File: src/rtl/alu_pkg.sv
// Package: shared encodings for the flag-setting ALU.
// Assumes the 4-bit operation code encoding listed in the brief.
package alu_pkg;

    localparam int OP_W   = 4;
    localparam int FLAG_W = 4;

    // Operation codes; values are decoded by neighbouring stages.
    typedef enum logic [OP_W-1:0] {
        OP_ADD = 4'd0,
        OP_SUB = 4'd1,
        OP_CMP = 4'd2,
        OP_AND = 4'd3,
        OP_OR  = 4'd4,
        OP_XOR = 4'd5,
        OP_NOT = 4'd6,
        OP_MOV = 4'd7,
        OP_LEA = 4'd8
    } alu_op_e;

    // Which datapath feeds the result register.
    typedef enum logic [1:0] {
        SEL_ARITH = 2'd0,
        SEL_LOGIC = 2'd1,
        SEL_PASS  = 2'd2,
        SEL_ZERO  = 2'd3
    } res_sel_e;

    // Status bits, packed as [3] sign, [2] zero, [1] carry, [0] overflow.
    typedef struct packed {
        logic sgn;
        logic zer;
        logic cry;
        logic ovf;
    } flags_t;

    // Decoded control for one operation.
    typedef struct packed {
        logic     wb;
        logic     upd;
        logic     sub;
        res_sel_e sel;
    } ctl_t;

endpackage

File: src/rtl/alu_decode.sv
// Module: alu_decode
// Turns the raw operation code into datapath controls. Purely combinational.
// Assumes codes above OP_LEA are undefined and must act as a no-op.
module alu_decode
    import alu_pkg::*;
(
    input  logic [OP_W-1:0] op_raw,
    output ctl_t            ctl,
    output alu_op_e         op_typed
);

    // Map each code to writeback, flag update, subtract select and result source.
    always_comb begin
        ctl      = '{wb: 1'b0, upd: 1'b0, sub: 1'b0, sel: SEL_ZERO};
        op_typed = OP_MOV;
        case (op_raw)
            OP_ADD: begin
                ctl      = '{wb: 1'b1, upd: 1'b1, sub: 1'b0, sel: SEL_ARITH};
                op_typed = OP_ADD;
            end
            OP_SUB: begin
                ctl      = '{wb: 1'b1, upd: 1'b1, sub: 1'b1, sel: SEL_ARITH};
                op_typed = OP_SUB;
            end
            OP_CMP: begin
                ctl      = '{wb: 1'b0, upd: 1'b1, sub: 1'b1, sel: SEL_ARITH};
                op_typed = OP_CMP;
            end
            OP_AND: begin
                ctl      = '{wb: 1'b1, upd: 1'b1, sub: 1'b0, sel: SEL_LOGIC};
                op_typed = OP_AND;
            end
            OP_OR: begin
                ctl      = '{wb: 1'b1, upd: 1'b1, sub: 1'b0, sel: SEL_LOGIC};
                op_typed = OP_OR;
            end
            OP_XOR: begin
                ctl      = '{wb: 1'b1, upd: 1'b1, sub: 1'b0, sel: SEL_LOGIC};
                op_typed = OP_XOR;
            end
            OP_NOT: begin
                ctl      = '{wb: 1'b1, upd: 1'b0, sub: 1'b0, sel: SEL_LOGIC};
                op_typed = OP_NOT;
            end
            OP_MOV: begin
                ctl      = '{wb: 1'b1, upd: 1'b0, sub: 1'b0, sel: SEL_PASS};
                op_typed = OP_MOV;
            end
            OP_LEA: begin
                ctl      = '{wb: 1'b1, upd: 1'b0, sub: 1'b0, sel: SEL_PASS};
                op_typed = OP_LEA;
            end
            default: begin
                ctl      = '{wb: 1'b0, upd: 1'b0, sub: 1'b0, sel: SEL_ZERO};
                op_typed = OP_MOV;
            end
        endcase
    end

endmodule

File: src/rtl/alu_arith.sv
// Module: alu_arith
// Shared adder/subtractor producing a W-bit result, an unsigned carry
// (borrow when subtracting) and a signed overflow, each derived separately.
// Assumes operands are two's complement when read as signed.
module alu_arith #(
    parameter int W = 32
) (
    input  logic         do_sub,
    input  logic [W-1:0] lhs,
    input  logic [W-1:0] rhs,
    output logic [W-1:0] sum,
    output logic         carry,
    output logic         ovf
);

    localparam int EXT_W = W + 1;

    logic [EXT_W-1:0] wide;
    logic             lhs_s;
    logic             rhs_s;
    logic             sum_s;

    // One extra bit holds the carry out or the borrow.
    always_comb begin
        if (do_sub) begin
            wide = {1'b0, lhs} - {1'b0, rhs};
        end else begin
            wide = {1'b0, lhs} + {1'b0, rhs};
        end
    end

    assign sum   = wide[W-1:0];
    assign carry = wide[EXT_W-1];

    assign lhs_s = lhs[W-1];
    assign rhs_s = rhs[W-1];
    assign sum_s = wide[W-1];

    // Signed overflow: operand signs that allow overflow, and a result sign that flips.
    always_comb begin
        if (do_sub) begin
            ovf = (lhs_s != rhs_s) && (sum_s != lhs_s);
        end else begin
            ovf = (lhs_s == rhs_s) && (sum_s != lhs_s);
        end
    end

endmodule

File: src/rtl/alu_logic.sv
// Module: alu_logic
// Bitwise unit: and, or, xor of both operands and inversion of the memory operand.
// Assumes the caller ignores its output for non-bitwise codes.
module alu_logic
    import alu_pkg::*;
#(
    parameter int W = 32
) (
    input  alu_op_e      op,
    input  logic [W-1:0] lhs,
    input  logic [W-1:0] rhs,
    output logic [W-1:0] res
);

    // Select the bitwise function named by the code.
    always_comb begin
        case (op)
            OP_AND:  res = lhs & rhs;
            OP_OR:   res = lhs | rhs;
            OP_XOR:  res = lhs ^ rhs;
            OP_NOT:  res = ~rhs;
            default: res = '0;
        endcase
    end

endmodule

File: src/rtl/alu_flag_unit.sv
// Module: alu_flag_unit (top)
// Registered ALU with a status register. One operation per cycle, and the result
// appears one edge after acceptance. The status register loads only for valid
// flag-affecting operations. Assumes the operands are stable while in_valid is high.
module alu_flag_unit
    import alu_pkg::*;
#(
    parameter int DATA_W = 32
) (
    input  logic              clk,
    input  logic              rst_n,
    input  logic              in_valid,
    input  logic [3:0]        op,
    input  logic [DATA_W-1:0] reg_opnd,
    input  logic [DATA_W-1:0] mem_opnd,
    output logic              out_valid,
    output logic [DATA_W-1:0] result,
    output logic              wb_en,
    output logic [3:0]        status
);

    ctl_t              ctl;
    alu_op_e           op_t;
    logic [DATA_W-1:0] arith_res;
    logic              arith_cry;
    logic              arith_ovf;
    logic [DATA_W-1:0] logic_res;
    logic [DATA_W-1:0] res_c;
    flags_t            flags_c;
    flags_t            flags_q;

    alu_decode u_dec (
        .op_raw   (op),
        .ctl      (ctl),
        .op_typed (op_t)
    );

    alu_arith #(.W(DATA_W)) u_arith (
        .do_sub (ctl.sub),
        .lhs    (reg_opnd),
        .rhs    (mem_opnd),
        .sum    (arith_res),
        .carry  (arith_cry),
        .ovf    (arith_ovf)
    );

    alu_logic #(.W(DATA_W)) u_logic (
        .op  (op_t),
        .lhs (reg_opnd),
        .rhs (mem_opnd),
        .res (logic_res)
    );

    // Result source selection.
    always_comb begin
        case (ctl.sel)
            SEL_ARITH: res_c = arith_res;
            SEL_LOGIC: res_c = logic_res;
            SEL_PASS:  res_c = mem_opnd;
            default:   res_c = '0;
        endcase
    end

    // Next status: sign and zero from the result, carry and overflow only from arithmetic.
    always_comb begin
        flags_c.sgn = res_c[DATA_W-1];
        flags_c.zer = (res_c == '0);
        flags_c.cry = (ctl.sel == SEL_ARITH) ? arith_cry : 1'b0;
        flags_c.ovf = (ctl.sel == SEL_ARITH) ? arith_ovf : 1'b0;
    end

    // Output and status registers.
    always_ff @(posedge clk) begin
        if (!rst_n) begin
            out_valid <= 1'b0;
            wb_en     <= 1'b0;
            result    <= '0;
            flags_q   <= '0;
        end else begin
            out_valid <= in_valid;
            if (in_valid) begin
                result <= res_c;
                wb_en  <= ctl.wb;
                if (ctl.upd) begin
                    flags_q <= flags_c;
                end
            end else begin
                wb_en <= 1'b0;
            end
        end
    end

    assign status = flags_q;

endmodule

File: config.mk
export PLATFORM = sky130hd
export DESIGN_NAME = alu_flag_unit
export DESIGN_NICKNAME = d
export VERILOG_FILES = /design/src/rtl/alu_pkg.sv /design/src/rtl/alu_decode.sv /design/src/rtl/alu_arith.sv /design/src/rtl/alu_logic.sv /design/src/rtl/alu_flag_unit.sv
export SDC_FILE = /design/constraint.sdc
export NUM_CORES = 1
export LEC_CHECK = 0
export BUFFER_PORTS_ARGS = -buffer_cell sky130_fd_sc_hd__buf_2
export CAP_MARGIN = 10
export CORE_MARGIN = 2
export CORE_UTILIZATION = 64
export DETAILED_ROUTE_END_ITERATION = 6
export GPL_ROUTABILITY_DRIVEN = 0
export PLACE_DENSITY_LB_ADDON = 0.12
export SLEW_MARGIN = 20
export SYNTH_ARGS = -nofsm -noshare
export SYNTH_HDL_FRONTEND = slang
export SYNTH_HIERARCHICAL = 1
export SYNTH_SLANG_ARGS = --single-unit
File: constraint.sdc
create_clock -name clk -period 7.15 [get_ports clk]
set_input_delay 1.0725 -clock clk [delete_from_list [all_inputs] [get_ports clk]]
set_output_delay 1.0725 -clock clk [all_outputs]
set_load 0.1 [all_outputs]
==> key figures <==
Floorplan
  – Row cnt: 37
  – Die H: 107 um
  – Die width: 107 um
  – Ports: 109
  – Die area: 0.0113 mm^2
  – Initial Util: 65.5%
  – Area of the core: 0.0103 mm^2

Yosys
  – Sequential share of the synthesized area: 11.3%
  – Synth Flop Type: dfxtp_1
  – Synth Net Count: 1033
  – Cells after synthesis: 860
  – EDFF count, synth: 0
  – Ranking of synthesized cells by area: ha_1 19%, dfxtp_1 11%, mux2i_1 8.2%
  – Yosys reg bits: 38
  – Post-synthesis cell area: 0.00673 mm^2
  – Fraction of registers with async set/reset: 0%
  – Netlist cell types: 70
  – Yosys top cell by area: ha_1
  – Syn Area/Cell: 7.82 um^2
  – Ys Warns: 6
  – Synth top area share: 18.8%

Timing
  – RSZ-0062 raised after global routing: false
  – Clock Skew: 0 ns
  – Worst-Margin Slew: 0.973 ns
  – Final hold violations: 0
  – # setup viols final: 0
  – Fmax: 0.180 GHz
  – Setup TNS Final: 0 ns
  – Fin crit period: 5.55 ns
  – Slew HR: 35.1%
  – Slew Viols, Final: 0
  – Post-route setup slack: 1.60 ns
  – Min Hold Slack: 0.485 ns
  – Period utilization: 77.6%

Critical path
  – Levels on crit path: 20
  – Crit path arrival time: 5.78 ns
  – CP most frequent cell: and2_1
  – Critical path type: in -> reg
  – CP endpoint kind: flop
  – Crit path max fanout: 8
  – RR Startpoint: status[2]
  – Top delay family on crit path: compound AO/OA/AOI/OAI gates
  – CP bufs+invs: 1
  – R2R Setup Slk: 6.42 ns
  – CP max-delay cell: nor4_1
  – R2R cell count: 3
  – Reg2reg end: status[2]
  – Crit-path cells: buf_2 > nor4_1 > and2_1 > and2_1 > a21oi_1 > xnor2_1 > ha_1 > a21oi_1 > o21ai_0 > a211oi_1 > o221ai_1 > a31o_4 > a21boi_1 > xnor2_1 > mux2i_1 > o2bb2ai_1 > nor4_1 > nand4_1 > o41ai_1 > and2_1
  – Startpoint types: input port
  – Critical Path RT: 7.38 ns
  – Largest stage delay, worst path: 0.63 ns

Layout
  – Fillcell total: 865
  – Fraction of layout cells with a size suffix above 1: 15.3%
  – Area Overhead vs Synth: 9.17%
  – Nets@finish: 1104
  – Register area: 761 um^2
  – Multi-input logic area: 0.00539 mm^2
  – Ant diodes: 0

Global routing
  – GRT Residual Overflow: 0
  – Pin count of the biggest net entering global routing: 47
  – Global-route usage over all layers: 33.1%
  – Antenna violations before repair: 0
  – Vias in the first global route: 6288
  – First-pass GRT wire length: 30900 um

Drt
  – Total Routed Length: 18900 um
  – Mean number of vias per cell: 6.28
  – Drt pass-1 iters: 7
  – Initial drt markers: 619
  – Number of routed nets with antenna violations: 0
  – Residual DRC: 0
  – WL/cell: 17.7 um
  – DR vias: 6704

CTS
  – Post-CTS Setup Bufs: 0
  – CTS tree: built
  – Reg clk slew, reported paths: 0.08 ns
  – Maximum clock insertion buffer count: 2
  – Root Buffer: clkbuf_8
  – # clock sinks: 38
  – CTS Buf Count: 5
  – Cts hold-fix bufs: 0
  – H-tree Lvls: 2
  – Later-pin clock latency in the skew report: 0.28 ns
  – Post-CTS Resized: 0

Min path
  – Hold Path Origin: result[1]
  – Hold EP: result[1]
  – Hold Crit Class: reg -> reg
  – Hold Path Depth: 1

Power
  – Cell Pwr Density: 146 mW/mm^2
  – P_leak: 3.65 nW
  – Final Power: 0.00107 W
  – Peak VDD IR: 0.140 mV

Placed design
  – Final HPWL DP: 14400 um
  – I/O Buffers: 108
  – Place WS: 1.45 ns

Status
  – Status: completed

Flow run
  – Max Cap Viol: 0
-- cells in the mapped netlist (21+ instances only) --
library cell	n
nand2_1	37
a21oi_1	61
or2_0	30
nor2_1	44
inv_1	90
xnor2_1	47
mux2i_1	55
o2bb2ai_1	21
o221ai_1	34
a22oi_1	34
ha_1	101
nor2b_1	32
clkbuf_1	29
dfxtp_1	38
-- sequential cells by signal, indices dropped and copies added, names as in the netlist --
signal	flops
wb_en	1
status	4
out_valid	1
result	32
-- how the worst max path moves through the flow --
stage | startpoint | endpoint
after global placement | mem_opnd[3] | status[2]
after CTS | mem_opnd[3] | status[2]
after detailed placement | mem_opnd[0] | status[2]
after floorplan | op[0] | status[2]
after global routing | mem_opnd[1] | status[2]
final | mem_opnd[3] | status[2]
-- report_power, final --
group | switching (W) | leakage [nW] | internal (W) | total [W]
registers | 0.00000940 | 0.311 | 0.000226 | 0.000235
logic | 0.000443 | 3.29 | 0.000246 | 0.000689
clock network | 0.0000699 | 0.0482 | 0.0000777 | 0.000148
total | 0.000522 | 3.65 | 0.000549 | 0.00107
-- routing by layer --
| layer | vias up | GRT usage [%] | part of all wire, % |
|---|---|---|---|
| met1 | 3142 | 45.9 | 44 |
| met3 | 34 | 3.62 | 8.5 |
| met2 | 309 | 54.3 | 45 |
| met4 | 0 | 9.00 | 1.9 |
| met5 | - | 0 | 0 |
| li1 | 3219 | - | - |
-- cell families after synthesis --
logic type,count (synthesis),synth area share (%)
buf+inv,141,8.80
compound gates,239,26.4
simple gates,225,18.4
xor+xnor,60,7.92
fa+ha+maj,102,19.1
flops,38,11.3
mux,55,8.18
-- cells in the final DEF (no fill, tap or decap), drive strengths merged, types with 5 or more instances in the layout --
cell,n
buf,115
ha,101
inv,90
a21oi,62
mux2i,55
xnor2,48
nor2,44
dfxtp,38
nand2,37
or2,35
a22oi,34
o221ai,34
nor2b,34
o2bb2ai,21
o21ai,17
o211a,12
xor2,12
and2,11
a21o,11
nand4,10
nand2b,10
nor3,9
nor4,8
a31oi,8
and3,7
o21a,7
clkbuf,7
nand3b,6
o211ai,6
o21bai,5
nor3b,5
-- final cells by class --
type / instances / share of cell area, %
Clock inverter: 1 / 0.0681
Timing Repair Buffer: 115 / 8.07
Tap cell: 136 / 2.32
Clock buffer: 7 / 1.18
Multi-Input combinational cell: 681 / 73.4
Sequential cell: 38 / 10.4
Inverter: 90 / 4.60
-- per-stage QoR --
step | std cells | util, % | cell area [um^2]
2_1_floorplan | 860 | - | 6730
3_3_place_gp | 1060 | 70.5 | 7250
3_5_place_dp | 1060 | 70.5 | 7250
4_1_cts | 1068 | 71.4 | 7340
5_1_grt | 1068 | 71.5 | 7340
6_report | 1068 | 71.5 | 7340
Note: power is estimated with default switching activity, not from simulation.
